File: config.mk
export PLATFORM = sky130hd
export DESIGN_NAME = remap_ctrl
export DESIGN_NICKNAME = d
export VERILOG_FILES = /design/src/rtl/remap_pkg.sv /design/src/rtl/remap_lfsr.sv /design/src/rtl/remap_xlate.sv /design/src/rtl/remap_ctrl.sv
export SDC_FILE = /design/constraint.sdc
export NUM_CORES = 1
export LEC_CHECK = 0
export ABC_AREA = 1
export BUFFER_PORTS_ARGS = -buffer_cell sky130_fd_sc_hd__clkbuf_2
export CAP_MARGIN = 40
export CELL_PAD_IN_SITES_DETAIL_PLACEMENT = 1
export CELL_PAD_IN_SITES_GLOBAL_PLACEMENT = 2
export CORE_MARGIN = 2
export CORE_UTILIZATION = 38
export CTS_CLUSTER_DIAMETER = 30
export CTS_CLUSTER_SIZE = 16
export DETAILED_ROUTE_END_ITERATION = 10
export GPL_TIMING_DRIVEN = 0
export PLACE_DENSITY_LB_ADDON = 0.1
export SLEW_MARGIN = 20
export SYNTH_ARGS = -nofsm -noshare
export SYNTH_HDL_FRONTEND = slang
export SYNTH_SLANG_ARGS = --single-unit
File: constraint.sdc
create_clock -name clk -period 4.1 [get_ports clk]
set_input_delay 0.205 -clock clk [delete_from_list [all_inputs] [get_ports clk]]
set_output_delay 0.205 -clock clk [all_outputs]
set_load 0.02 [all_outputs]
File: src/rtl/remap_pkg.sv
package remap_pkg;
  // Migration sequencer states
  typedef enum logic [2:0] {
    ST_IDLE,     // serving requests
    ST_FETCH_B,  // read partner block at current offset
    ST_PUT_A,    // write partner data into moving region's slot
    ST_PUT_B,    // write buffered block into partner slot
    ST_PICK,     // draw a partner region from the LFSR
    ST_FETCH_A,  // read moving region's next block
    ST_LOAD      // capture that block into the buffer
  } step_e;
endpackage

File: src/rtl/remap_lfsr.sv
module remap_lfsr #(
  parameter int          W    = 16,
  parameter logic [W-1:0] TAPS = 16'hB400,
  parameter logic [W-1:0] SEED = 16'hACE1
) (
  input  logic         clk,
  input  logic         rst_n,
  output logic [W-1:0] q
);
  logic [W-1:0] q_d;

  always_comb q_d = {q[W-2:0], ^(q & TAPS)};

  always_ff @(posedge clk or negedge rst_n) begin
    if (!rst_n) q <= SEED;
    else        q <= q_d;
  end
endmodule

File: src/rtl/remap_xlate.sv
module remap_xlate #(
  parameter int RW = 4,
  parameter int OW = 3
) (
  input  logic            clk,
  input  logic            rst_n,
  input  logic [RW+OW-1:0] sys_addr,
  input  logic            active,
  input  logic            ph,
  input  logic [RW-1:0]   pa,
  input  logic [RW-1:0]   pb,
  input  logic [OW-1:0]   ptr,
  input  logic            commit,
  output logic [RW+OW-1:0] arr_addr,
  output logic            to_buf,
  output logic [RW-1:0]   ta,
  output logic [RW-1:0]   tb
);
  localparam int NREG = 1 << RW;

  logic [RW-1:0] ent_q [NREG];
  logic [RW-1:0] reg_i, tgt;
  logic [OW-1:0] off;

  // Entry holds target XOR region index: all-zero table is the identity.
  always_ff @(posedge clk or negedge rst_n) begin
    if (!rst_n) begin
      for (int i = 0; i < NREG; i++) ent_q[i] <= '0;
    end else if (commit) begin
      for (int i = 0; i < NREG; i++) begin
        if (pa == RW'(i))      ent_q[i] <= tb ^ RW'(i);
        else if (pb == RW'(i)) ent_q[i] <= ta ^ RW'(i);
      end
    end
  end

  always_comb begin
    ta     = pa ^ ent_q[pa];
    tb     = pb ^ ent_q[pb];
    reg_i  = sys_addr[RW+OW-1:OW];
    off    = sys_addr[OW-1:0];
    tgt    = reg_i ^ ent_q[reg_i];
    to_buf = 1'b0;
    if (active) begin
      if (reg_i == pa) begin
        if (off == ptr)     to_buf = 1'b1;
        else if (off < ptr) tgt    = tb;
        else                tgt    = ta;
      end else if (reg_i == pb) begin
        tgt = ((off < ptr) || ((off == ptr) && ph)) ? ta : tb;
      end
    end
    arr_addr = {tgt, off};
  end
endmodule

File: src/rtl/remap_ctrl.sv
module remap_ctrl
  import remap_pkg::*;
#(
  parameter int          REGIONS   = 16,
  parameter int          BLOCKS    = 8,
  parameter int          DW        = 8,
  parameter int          QUOTA     = 8,
  parameter logic [15:0] LFSR_SEED = 16'hACE1
) (
  input  logic                                    clk,
  input  logic                                    rst_n,
  input  logic                                    req_valid,
  output logic                                    req_ready,
  input  logic                                    req_write,
  input  logic [$clog2(REGIONS)+$clog2(BLOCKS)-1:0] req_addr,
  input  logic [DW-1:0]                           req_wdata,
  output logic                                    rsp_valid,
  output logic [DW-1:0]                           rsp_rdata,
  output logic                                    mem_en,
  output logic                                    mem_we,
  output logic [$clog2(REGIONS)+$clog2(BLOCKS)-1:0] mem_addr,
  output logic [DW-1:0]                           mem_wdata,
  input  logic [DW-1:0]                           mem_rdata
);
  localparam int RW = $clog2(REGIONS);
  localparam int OW = $clog2(BLOCKS);
  localparam int AW = RW + OW;
  localparam int CW = $clog2(QUOTA);

  step_e          st_q, st_d;
  logic           due_q, due_d;
  logic [CW-1:0]  wcnt_q, wcnt_d;
  logic           act_q, act_d;
  logic           ph_q, ph_d;
  logic [RW-1:0]  pa_q, pa_d, pb_q, pb_d;
  logic [OW-1:0]  ptr_q, ptr_d;
  logic [DW-1:0]  buf_q, buf_d;
  logic           rsp_v_q, rsp_buf_q;
  logic [15:0]    lfsr_q;
  logic [AW-1:0]  req_arr;
  logic           hit_buf, commit, acc;
  logic [RW-1:0]  ta, tb;

  remap_lfsr #(.W(16), .TAPS(16'hB400), .SEED(LFSR_SEED)) u_lfsr (
    .clk(clk), .rst_n(rst_n), .q(lfsr_q)
  );

  remap_xlate #(.RW(RW), .OW(OW)) u_xlate (
    .clk(clk), .rst_n(rst_n), .sys_addr(req_addr), .active(act_q), .ph(ph_q),
    .pa(pa_q), .pb(pb_q), .ptr(ptr_q), .commit(commit),
    .arr_addr(req_arr), .to_buf(hit_buf), .ta(ta), .tb(tb)
  );

  assign req_ready = (st_q == ST_IDLE) && !due_q;
  assign acc       = req_valid && req_ready;
  assign commit    = (st_q == ST_PUT_B) && (ptr_q == OW'(BLOCKS - 1));
  assign rsp_valid = rsp_v_q;
  assign rsp_rdata = rsp_buf_q ? buf_q : mem_rdata;

  // Next-state logic
  always_comb begin
    st_d   = st_q;
    due_d  = due_q;
    wcnt_d = wcnt_q;
    act_d  = act_q;
    ph_d   = ph_q;
    pa_d   = pa_q;
    pb_d   = pb_q;
    ptr_d  = ptr_q;
    buf_d  = buf_q;
    if (acc && req_write) begin
      wcnt_d = wcnt_q + 1'b1;
      if (wcnt_q == CW'(QUOTA - 1)) due_d = 1'b1;
      if (hit_buf) buf_d = req_wdata;
    end
    unique case (st_q)
      ST_IDLE: if (due_q) begin
        due_d = 1'b0;
        st_d  = !act_q ? ST_PICK : (ph_q ? ST_PUT_B : ST_FETCH_B);
      end
      ST_FETCH_B: st_d = ST_PUT_A;
      ST_PUT_A: begin
        ph_d = 1'b1;
        st_d = ST_IDLE;
      end
      ST_PUT_B: begin
        if (commit) begin
          pa_d = pa_q + 1'b1;
          st_d = ST_PICK;
        end else begin
          ptr_d = ptr_q + 1'b1;
          st_d  = ST_FETCH_A;
        end
      end
      ST_PICK: if (lfsr_q[RW-1:0] != pa_q) begin
        pb_d  = lfsr_q[RW-1:0];
        ptr_d = '0;
        st_d  = ST_FETCH_A;
      end
      ST_FETCH_A: st_d = ST_LOAD;
      ST_LOAD: begin
        buf_d = mem_rdata;
        ph_d  = 1'b0;
        act_d = 1'b1;
        st_d  = ST_IDLE;
      end
      default: st_d = ST_IDLE;
    endcase
  end

  // Array port
  always_comb begin
    mem_en    = 1'b0;
    mem_we    = 1'b0;
    mem_addr  = req_arr;
    mem_wdata = req_wdata;
    unique case (st_q)
      ST_IDLE: if (acc && !hit_buf) begin
        mem_en = 1'b1;
        mem_we = req_write;
      end
      ST_FETCH_B: begin
        mem_en   = 1'b1;
        mem_addr = {tb, ptr_q};
      end
      ST_PUT_A: begin
        mem_en    = 1'b1;
        mem_we    = 1'b1;
        mem_addr  = {ta, ptr_q};
        mem_wdata = mem_rdata;
      end
      ST_PUT_B: begin
        mem_en    = 1'b1;
        mem_we    = 1'b1;
        mem_addr  = {tb, ptr_q};
        mem_wdata = buf_q;
      end
      ST_FETCH_A: begin
        mem_en   = 1'b1;
        mem_addr = {ta, ptr_q};
      end
      default: ;
    endcase
  end

  // Registers
  always_ff @(posedge clk or negedge rst_n) begin
    if (!rst_n) begin
      st_q      <= ST_IDLE;
      due_q     <= 1'b0;
      wcnt_q    <= '0;
      act_q     <= 1'b0;
      ph_q      <= 1'b0;
      pa_q      <= '0;
      pb_q      <= '0;
      ptr_q     <= '0;
      buf_q     <= '0;
      rsp_v_q   <= 1'b0;
      rsp_buf_q <= 1'b0;
    end else begin
      st_q      <= st_d;
      due_q     <= due_d;
      wcnt_q    <= wcnt_d;
      act_q     <= act_d;
      ph_q      <= ph_d;
      pa_q      <= pa_d;
      pb_q      <= pb_d;
      ptr_q     <= ptr_d;
      buf_q     <= buf_d;
      rsp_v_q   <= acc && !req_write;
      rsp_buf_q <= acc && hit_buf;
    end
  end
endmodule

==> flow_metrics.py, run 1 <==
metrics = {
    "run_status": {
        "run_status": "complete, no violations",
    },
    "grt": {
        "grt_pass1_wl_mm": 52.96,
        "grt_pass1_vias": 8381,
        "antenna_found_initial": 1,
        "grt_max_degree": 68,
        "grt_util_all_layers_pct": 32.48,
        "grt_overflow": 0,
    },
    "route": {
        "drtPass1Iterations": 5,
        "wl_met1_mm": 16.04,
        "drtIter0Drc": 696,
        "ant_nets": 0,
        "via_per_inst": 5.728,
        "vias": 8563,
        "totalWireLength_mm": 35.07,
        "drc": 0,
        "wl_met2_mm": 14.91,
        "top_layer": "met5",
        "met3_length_mm": 2.936,
        "wl_per_cell_um": 23.46,
    },
    "worst_setup_path": {
        "worst_setup_path_start_kind": "flop",
        "path_max_fanout": 10,
        "worst-setup-path-type": "flop to primary output",
        "crit_path_end_kind": "primary output",
        "arrival_ns": 3.28,
        "required_ns": 3.89,
    },
    "clock_tree": {
        "root_buffer": "clkbuf_16",
        "cts_resized": 0,
        "cts_buffers": 9,
        "cts_sinks": 110,
        "cts_max_level": 3,
        "clkSlewWorstSetupHoldPaths_ns": 0.09,
        "postCtsSetupRepairBufs": 0,
        "cts_hold_buf": 2,
        "clock_latency_ns": 0.38,
        "cts.path.max_buffers": 2,
        "cts_tree": "built",
    },
    "pwr": {
        "powerDensity_nw_per_um2": 247.5,
        "finalPower_mw": 2.200,
        "power_frac_comb_pct": 8.0,
        "p_leak_nw": 4.073,
        "power.internal_mw": 1.574,
        "switchingPower_mw": 0.6255,
        "pwr-share-seq_pct": 49.6,
        "switching_share_pct": 28.43,
        "peakVddDrop_mv": 0.1884,
        "p_clk_share_pct": 42.4,
    },
    "flow_run": {
        "drv_cap": 0,
    },
    "finish": {
        "design_area_sq_um": 8889,
        "syn_to_final_growth_pct": 12.07,
        "layout-drive-gt1-share_pct": 14.62,
        "finalNetCount": 1257,
        "n_fill_cell": 2704,
        "regArea_sq_um": 2763,
        "multi_input_area_sq_um": 4343,
    },
    "floorplan": {
        "die_width_um": 148.5,
        "rows": 52,
        "die_y_um": 148.5,
        "dieArea_sq_um": 22040,
        "core_sq_um": 20360,
        "num_io_pins": 54,
        "start_util_pct": 38.95,
    },
    "sta": {
        "fmax_mhz": 286.8,
        "relSlewSlack_pct": 46.39,
        "rsz0062_at_grt": "false",
        "period_minus_slack_ns": 3.486,
        "setup_viol": 0,
        "fin_crit_sh_pct": 85.03,
        "tightestPinTransition_ns": 0.8041,
        "report.final.slew_viol_count": 0,
        "final.setup.tns_ns": 0,
        "finalHoldViolations": 0,
        "skew_ns": 0.01350,
    },
    "place": {
        "dp_hpwl_mm": 25.49,
        "place_area_sq_um": 8561,
        "port_buffers": 51,
        "gp_congestion": 0.9485,
    },
    "logic_synthesis": {
        "synthCells": 1153,
        "ys.flop_type": "dfrtp_1",
        "synthArstFlopShare_pct": 100.0,
        "ys_seq_elements": 110,
        "ys.warnings.count": 0,
        "syn_area_sq_um": 7931,
        "avgSynthCellArea_sq_um": 6.879,
        "synthesis.nets": 1191,
        "synth_edf_count": 0,
        "synth-seq-area-share_pct": 34.83,
        "synth_cell_types": 46,
    },
    "hold_path": {
        "hp-class": "input port to flop",
    },
}
## worst max-delay path: stages, from the launching register on
cell	delay (ns)
dfrtp_1	0.33
buf_4	0.20
nand2_1	0.10
buf_2	0.24
inv_1	0.45
nand2_1	0.11
o211ai_1	0.12
nor2_1	0.06
nor2_1	0.14
nand3_2	0.37
buf_6	0.33
o22ai_1	0.13
inv_1	0.08
nand2_1	0.08
clkbuf_2	0.17
## synthesized netlist by cell type (all sizes together) (2+ instances only)
| master | n | area, sq um |
|---|---|---|
| nand2 | 309 | 1205 |
| o21ai | 162 | 829.6 |
| nor2 | 146 | 633.1 |
| inv | 138 | 525.5 |
| dfrtp | 102 | 2552 |
| a21oi | 66 | 454.2 |
| nand3 | 59 | 310.3 |
| o22ai | 38 | 256.5 |
| buf | 34 | 247.7 |
| o211ai | 20 | 150.1 |
| clkbuf | 11 | 41.29 |
| ha | 11 | 137.6 |
| dfstp | 8 | 210.2 |
| o221ai | 8 | 70.07 |
| xor2 | 8 | 70.07 |
| nand4 | 7 | 56.30 |
| xnor2 | 7 | 61.31 |
| a31oi | 5 | 37.53 |
| nor3 | 4 | 20.02 |
| clkinv | 3 | 11.26 |
| a211oi | 2 | 15.01 |
## worst paths after layout
check / startpoint / endpoint / slack (ns) / cells after the start
max reg2reg: pa_q[1]$_DFFE_PN0P_ / u_xlate.ent_q[4]$_DFFE_PN0P_ / 1.06 / 12
max in group asynchronous: rst_n / u_lfsr.q[0]$_DFF_PN1_ / 3.06 / 3
min in group asynchronous: rst_n / u_xlate.ent_q[19]$_DFFE_PN0P_ / 0.32 / 2
max: pb_q[0]$_DFFE_PN0P_ / mem_addr[5] / 0.61 / 14
min reg2reg: u_lfsr.q[6]$_DFF_PN1_ / u_lfsr.q[7]$_DFF_PN1_ / 0.36 / 0
min: req_valid / rsp_valid$_DFF_PN0_ / 0.10 / 3
## sequential cells by signal (all words and copies together), names as in the netlist, 3 cells and up
name / cells
u_lfsr.q: 16
pa_q: 4
buf_q: 8
st_q: 3
ptr_q: 3
pb_q: 4
u_xlate.ent_q: 64
wcnt_q: 3
## layout by cell type, fill, tap and decap left out, types with 5 or more instances in the layout
master and n:
inv_2 8, clkbuf_2 50, nand2_2 9, dfrtp_1 102, xor2_1 8, o211ai_1 20, a21oi_4 9, xnor2_1 7
nor2_2 12, nand2_1 297, o221ai_1 8, o21ai_1 11, clkbuf_16 9, clkbuf_1 11, o22ai_1 35, a21oi_2 6
buf_2 20, nor2_1 129, inv_1 127, o21ai_0 148, a21oi_1 51, dfstp_2 8, ha_1 11, nand4_1 5
buf_4 8, nand3_1 56
## logic make-up after synthesis
logic type	count (synthesis)	share of synthesized area, %
DFF	110	34.83
adders and majority gates	11	1.735
and+or+nand+nor	528	28.30
buffers and inverters	186	10.41
xor gates and xnor gates	15	1.656
AOI/OAI and AO/OA	303	23.06
## power by group through the flow
stage | logic (mW) | registers, mW | clock network [mW]
global route | 0.193 | 1.09 | 0.982
detailed placement | 0.174 | 1.11 | 0
CTS | 0.176 | 1.09 | 0.936
floorplan | 0.0850 | 1.11 | 0
finish | 0.177 | 1.09 | 0.933
global placement | 0.168 | 1.11 | 0
## layout make-up
type	instances	area share, %
Multi-Input combinational cell	857	48.86
Sequential cell	110	31.08
Inverter	141	6.039
Tap cell	270	3.801
Timing Repair Buffer	55	3.590
Buffer	45	3.252
Clock buffer	9	2.534
Clock inverter	7	0.8164
Antenna cell	1	0.02815
## metrics by stage
step | setup WS (ns) | hold WS, ns | cells | util (%)
2_1_floorplan | 2.132 | -0.09059 | 1153 | -
3_3_place_gp | 1.056 | 0.3341 | 1474 | 41.86
3_5_place_dp | 1.140 | 0.1766 | 1475 | 42.04
4_1_cts | 0.7192 | 0.09868 | 1493 | 43.60
5_1_grt | 0.5349 | 0.1171 | 1494 | 43.63
6_report | 0.6138 | 0.1001 | 1495 | 43.65
## routing by layer
layer  global-route usage, %  vias up
li1                        -     3908
met1                   48.75     4237
met2                   48.08      343
met3                   3.957       73
met4                   11.52        2
met5                       0        -
Power figures use the tool's default switching activity.
==> inputs of run 2 (changes only) <==
--- a/config.mk
+++ b/config.mk
@@ -16,7 +16,7 @@
 export CTS_CLUSTER_SIZE = 16
 export DETAILED_ROUTE_END_ITERATION = 10
 export GPL_TIMING_DRIVEN = 0
-export PLACE_DENSITY_LB_ADDON = 0.1
+export PLACE_DENSITY = 0.95
 export SLEW_MARGIN = 20
 export SYNTH_ARGS = -nofsm -noshare
 export SYNTH_HDL_FRONTEND = slang
==> run 2 against run 1 <==
Effect of this change:
- worst setup slack improved by 0.049 ns
- core utilization increased by 0.13 points
- clock power increased by 5.8%
- via count about the same
- largest cell class unchanged
==> flow_metrics.py, run 2 (synthesis results as in run 1) <==
metrics = {
    "floorplan": {
        "core_sq_um": 20360,
        "start_util_pct": 38.95,
        "die_width_um": 148.5,
        "dieArea_sq_um": 22040,
        "die_y_um": 148.5,
        "num_io_pins": 54,
        "rows": 52,
    },
    "sta": {
        "fin_crit_sh_pct": 83.85,
        "setup_viol": 0,
        "tightestPinTransition_ns": 0.7371,
        "relSlewSlack_pct": 50.86,
        "rsz0062_at_grt": "false",
        "finalHoldViolations": 0,
        "fmax_mhz": 290.9,
        "skew_ns": 0.01551,
        "final.setup.tns_ns": 0,
        "fin_hold_ws_ns": 0.1016,
        "report.final.slew_viol_count": 0,
        "period_minus_slack_ns": 3.438,
        "fin_ws_ns": 0.6623,
    },
    "pwr": {
        "powerDensity_nw_per_um2": 252.7,
        "p_clk_share_pct": 43.8,
        "power_frac_comb_pct": 7.8,
        "pwr-share-seq_pct": 48.4,
        "finalPower_mw": 2.253,
        "p_leak_nw": 4.087,
        "switchingPower_mw": 0.6574,
        "power.internal_mw": 1.596,
        "peakVddDrop_mv": 0.1917,
        "switching_share_pct": 29.18,
    },
    "clock_tree": {
        "cts_sinks": 110,
        "root_buffer": "clkbuf_16",
        "cts.path.max_buffers": 2,
        "cts_max_level": 3,
        "cts_buffers": 9,
        "clkSlewWorstSetupHoldPaths_ns": 0.09,
        "clock_latency_ns": 0.38,
        "cts_hold_buf": 2,
        "cts_tree": "built",
        "postCtsSetupRepairBufs": 0,
        "cts_resized": 0,
    },
    "finish": {
        "reg_top3": "u_xlate.ent_q (64), u_lfsr.q (16), buf_q (8)",
        "final_common_cell": "nand2_1",
        "design_area_sq_um": 8915,
        "n_fill_cell": 2702,
        "layout_common_cells": "297 x nand2_1, 148 x o21ai_0, 129 x nor2_1, 127 x inv_1, 102 x dfrtp_1",
        "fin_cells": 1494,
        "syn_to_final_growth_pct": 12.40,
        "finalNetCount": 1257,
        "antenna_cells": 0,
        "fin_util_pct": 43.78,
        "largest_reg_flops": 64,
        "layout-drive-gt1-share_pct": 14.62,
        "top_register": "u_xlate.ent_q",
    },
    "place": {
        "dp.cells": 1475,
        "place_area_sq_um": 8561,
        "dp_hpwl_mm": 25.07,
        "dp_slack_ns": 1.117,
        "port_buffers": 51,
        "gp_congestion": 1.021,
    },
    "grt": {
        "grt_max_degree": 71,
        "grt_pass1_vias": 8356,
        "grt_overflow": 0,
        "antenna_found_initial": 0,
        "grt_pass1_wl_mm": 52.25,
        "grt_util_all_layers_pct": 31.97,
    },
    "worst_setup_path": {
        "arrival_ns": 3.23,
        "crit_family": "simple AND/OR/NAND/NOR gates",
        "critPathMostFrequentCell": "inv_1",
        "max_stage_delay_ns": 0.48,
        "required_ns": 3.89,
        "crit_path_end_kind": "primary output",
        "worst_path_max_delay_cell": "nor2_2",
        "worst-setup-path-type": "flop to primary output",
        "worst_setup_path_start_kind": "flop",
        "path_max_fanout": 10,
        "worst-path-buf-inv": 4,
        "path_cells": "inv_1 -> nor2_2 -> o21ai_0 -> nor3_1 -> nor2_1 -> nand2_2 -> buf_2 -> o22ai_1 -> inv_1 -> nand2_1 -> clkbuf_2",
    },
    "route": {
        "ant_nets": 0,
        "via_per_inst": 5.734,
        "wl_per_cell_um": 23.14,
        "drc": 0,
        "drtPass1Iterations": 5,
        "drtIter0Drc": 720,
        "vias": 8567,
        "totalWireLength_mm": 34.57,
    },
    "run_status": {
        "run_status": "complete, no violations",
    },
    "hold_path": {
        "hp-class": "input port to flop",
    },
    "flow_run": {
        "drv_cap": 0,
    },
}
## run 2: worst register-to-register path, cell delays in order (launching register included)
cell and delay, ns:
dfrtp_1 0.40, buf_4 0.22, clkinv_1 0.50, nand3_1 0.27
nand2_1 0.09, nand2_1 0.10, nand2_1 0.12, nor2_1 0.12
nand2_1 0.08, nand2_1 0.43, buf_2 0.50, nand2_1 0.11
nand2_1 0.09, o22ai_1 0.07
## run 2: routing by layer
metal	track usage (%)	wire length [um]
met1	44.68	15340
met2	48.22	14950
met3	5.276	2609
met4	15.33	1671
met5	0	0
## run 2: layout make-up
type	count	area [sq um]	area share, %
Tap cell	270	337.8	3.789
Clock inverter	7	101.3	1.137
Sequential cell	110	2763	30.99
Clock buffer	9	225.2	2.526
Timing Repair Buffer	55	319.1	3.579
Multi-Input combinational cell	857	4343	48.72
Inverter	141	536.8	6.021
Buffer	45	289.0	3.242
## run 2: worst paths after layout
| kind | from | to | slack (ns) | cells after the start |
|---|---|---|---|---|
| max | pb_q[2]$_DFFE_PN0P_ | mem_addr[6] | 0.66 | 11 |
| min | req_wdata[6] | buf_q[6]$_DFFE_PN0P_ | 0.10 | 3 |
| max reg2reg | pa_q[1]$_DFFE_PN0P_ | u_xlate.ent_q[16]$_DFFE_PN0P_ | 0.89 | 13 |
| min reg2reg | u_lfsr.q[6]$_DFF_PN1_ | u_lfsr.q[7]$_DFF_PN1_ | 0.36 | 0 |
| max in group asynchronous | rst_n | u_lfsr.q[15]$_DFF_PN1_ | 3.10 | 3 |
| min in group asynchronous | rst_n | u_xlate.ent_q[40]$_DFFE_PN0P_ | 0.28 | 2 |
## run 2: power groups by stage
stage	Clock (mW)	Combinational (mW)	Sequential, mW
2_1_floorplan	0	0.0850	1.11
3_3_place_gp	0	0.165	1.11
3_5_place_dp	0	0.172	1.11
4_1_cts	1.00	0.174	1.09
5_1_grt	1.04	0.191	1.09
6_report	0.987	0.175	1.09
==> inputs of run 3 (changes only) <==
--- a/config.mk
+++ b/config.mk
@@ -11,12 +11,12 @@
 export CELL_PAD_IN_SITES_DETAIL_PLACEMENT = 1
 export CELL_PAD_IN_SITES_GLOBAL_PLACEMENT = 2
 export CORE_MARGIN = 2
-export CORE_UTILIZATION = 38
+export CORE_UTILIZATION = 35
 export CTS_CLUSTER_DIAMETER = 30
 export CTS_CLUSTER_SIZE = 16
 export DETAILED_ROUTE_END_ITERATION = 10
 export GPL_TIMING_DRIVEN = 0
-export PLACE_DENSITY = 0.95
+export PLACE_DENSITY = 0.9
 export SLEW_MARGIN = 20
 export SYNTH_ARGS = -nofsm -noshare
 export SYNTH_HDL_FRONTEND = slang
==> constraint.sdc (replaced) <==
create_clock -name clk -period 3.4 [get_ports clk]
set_input_delay 0.17 -clock clk [delete_from_list [all_inputs] [get_ports clk]]
set_output_delay 0.17 -clock clk [all_outputs]
set_load 0.02 [all_outputs]
==> run 3 against run 2 <==
Effect of this change:
- global-route usage down 2.3 points
- routed wire length up 0.32%
- sequential power up 20%
- largest power group unchanged
- clock power up 20%
- design area up 0.36%
- largest cell class unchanged
- flip-flop and latch count unchanged
==> flow_metrics.py, run 3 (synthesis results as in run 1) <==
metrics = {
    "finish": {
        "design_area_sq_um": 8947,
        "syn_to_final_growth_pct": 12.81,
        "fin_util_pct": 39.88,
        "layout_common_cells": "297 x nand2_1, 148 x o21ai_0, 129 x nor2_1, 126 x inv_1, 102 x dfrtp_1",
        "finalNetCount": 1257,
        "top_register": "u_xlate.ent_q",
        "reg_top3": "u_xlate.ent_q (64), u_lfsr.q (16), buf_q (8)",
        "fin_cells": 1509,
        "final_common_cell": "nand2_1",
        "antenna_cells": 0,
        "layout-drive-gt1-share_pct": 14.71,
        "largest_reg_flops": 64,
    },
    "grt": {
        "grt_max_degree": 83,
        "grt_util_all_layers_pct": 29.68,
        "grt_pass1_vias": 8580,
        "grt_pass1_wl_mm": 53.13,
        "antenna_found_initial": 0,
        "grt_overflow": 0,
    },
    "worst_setup_path": {
        "path_max_fanout": 10,
        "crit_path_end_kind": "primary output",
        "reg2reg_slack_ns": 0.38,
        "ff2ff_path_depth": 13,
        "worst-setup-path-type": "flop to primary output",
        "required_ns": 3.23,
        "arrival_ns": 3.09,
        "r2r-start": "pa_q[1]$_DFFE_PN0P_",
        "worst_setup_path_start_kind": "flop",
        "r2r-end": "u_xlate.ent_q[40]$_DFFE_PN0P_",
    },
    "place": {
        "place_area_sq_um": 8587,
        "dp.cells": 1491,
        "port_buffers": 51,
        "dp_hpwl_mm": 25.45,
        "gp_congestion": 0.9727,
    },
    "sta": {
        "fin_hold_ws_ns": 0.05134,
        "setup_viol": 0,
        "period_minus_slack_ns": 3.264,
        "fmax_mhz": 306.4,
        "report.final.slew_viol_count": 0,
        "final.setup.tns_ns": 0,
        "relSlewSlack_pct": 54.43,
        "skew_ns": 0.01804,
        "fin_crit_sh_pct": 96.00,
        "finalHoldViolations": 0,
        "tightestPinTransition_ns": 0.6836,
    },
    "clock_tree": {
        "cts_max_level": 3,
        "cts.path.max_buffers": 2,
        "clock_latency_ns": 0.38,
        "root_buffer": "clkbuf_16",
        "clkSlewWorstSetupHoldPaths_ns": 0.09,
        "cts_buffers": 9,
        "postCtsSetupRepairBufs": 0,
        "cts_tree": "built",
        "cts_sinks": 110,
    },
    "route": {
        "drtIter0Drc": 716,
        "totalWireLength_mm": 34.68,
        "vias": 8453,
        "drtPass1Iterations": 7,
        "via_per_inst": 5.602,
        "drc": 0,
        "ant_nets": 0,
        "wl_per_cell_um": 22.98,
    },
    "pwr": {
        "p_leak_nw": 4.079,
        "pwr-share-seq_pct": 48.5,
        "switching_share_pct": 29.14,
        "p_clk_share_pct": 43.7,
        "power_frac_comb_pct": 7.8,
        "switchingPower_mw": 0.7898,
        "power.internal_mw": 1.920,
        "powerDensity_nw_per_um2": 302.9,
        "peakVddDrop_mv": 0.2120,
    },
    "hold_path": {
        "min_from": "req_valid",
        "holdPathEnd": "rsp_valid$_DFF_PN0_",
        "whs_path_depth": 3,
        "hp-class": "input port to flop",
    },
    "floorplan": {
        "die_y_um": 154.5,
        "dieArea_sq_um": 23880,
        "num_io_pins": 54,
        "start_util_pct": 35.35,
        "die_width_um": 154.5,
        "core_sq_um": 22430,
        "rows": 55,
    },
    "flow_run": {
        "drv_cap": 0,
    },
    "run_status": {
        "run_status": "complete, no violations",
    },
}
==> run 3: changes by cell type in the layout (fill, tap and decap cells not counted), sizes merged <==
cell | before | now
clkinv | 5 | 6
buf | 36 | 35
inv | 143 | 141
clkinvlp | 0 | 1
clkbuf | 71 | 72
==> run 3: cell type report <==
type / count / area (sq um)
flip-flops and latches: 110 / 2763
clock buffers: 9 / 225.2
inverters: 141 / 540.5
fillers: 2939 / 13490
plain buffers: 45 / 291.5
well taps: 285 / 356.6
clock inverters: 7 / 101.3
multi-input cells: 857 / 4350
repair buffers: 55 / 319.1
==> run 3: critical path: stages, from the launching register on <==
cell	delay [ns]
dfrtp_1	0.43
inv_1	0.11
nor2_2	0.40
o21ai_0	0.18
nor3_1	0.37
nor2_1	0.13
nand2_2	0.31
clkbuf_4	0.40
o22ai_1	0.11
inv_1	0.07
nand2_1	0.05
clkbuf_2	0.15
==> run 3: worst max path at each step <==
stage	startpoint	slack, ns	endpoint
detailed placement	pa_q[1]$_DFFE_PN0P_	0.51	u_xlate.ent_q[16]$_DFFE_PN0P_
finish	pb_q[2]$_DFFE_PN0P_	0.14	mem_addr[6]
CTS	pb_q[2]$_DFFE_PN0P_	0.18	mem_addr[6]
global placement	rst_n	0.33	u_xlate.ent_q[58]$_DFFE_PN0P_
floorplan	pb_q[1]$_DFFE_PN0P_	1.47	mem_addr[5]
global route	pb_q[0]$_DFFE_PN0P_	-0.0006	mem_addr[5]
==> run 3: power by group through the flow <==
stage	clock [mW]	sequential (mW)	combinational, mW
floorplan	0	1.34	0.102
global placement	0	1.34	0.201
detailed placement	0	1.34	0.209
CTS	1.22	1.31	0.212
global route	1.24	1.32	0.233
finish	1.18	1.31	0.212
==> run 3: repair_timing <==
action                     in CTS  in global routing
setup endpoints to repair       0                  2
hold endpoints to repair       29                  0
hold buffers                    2                  0
resized for setup               0                  3
==> run 3: layer usage <==
layer  wire length, um  global-route usage [%]  vias up
met5                 0                       0        -
met4              1594                   13.54        0
met3              2047                   4.035       79
met2             15990                   48.47      296
met1             15050                   39.20     4159
li1                  -                       -     3919
==> run 3: per-stage QoR <==
stage,power [mW],setup slack (ns)
CTS,2.745,0.1794
global placement,1.542,0.3251
global route,2.790,-0.0006075
detailed placement,1.549,0.5147
floorplan,1.443,1.467
finish,2.710,0.1361
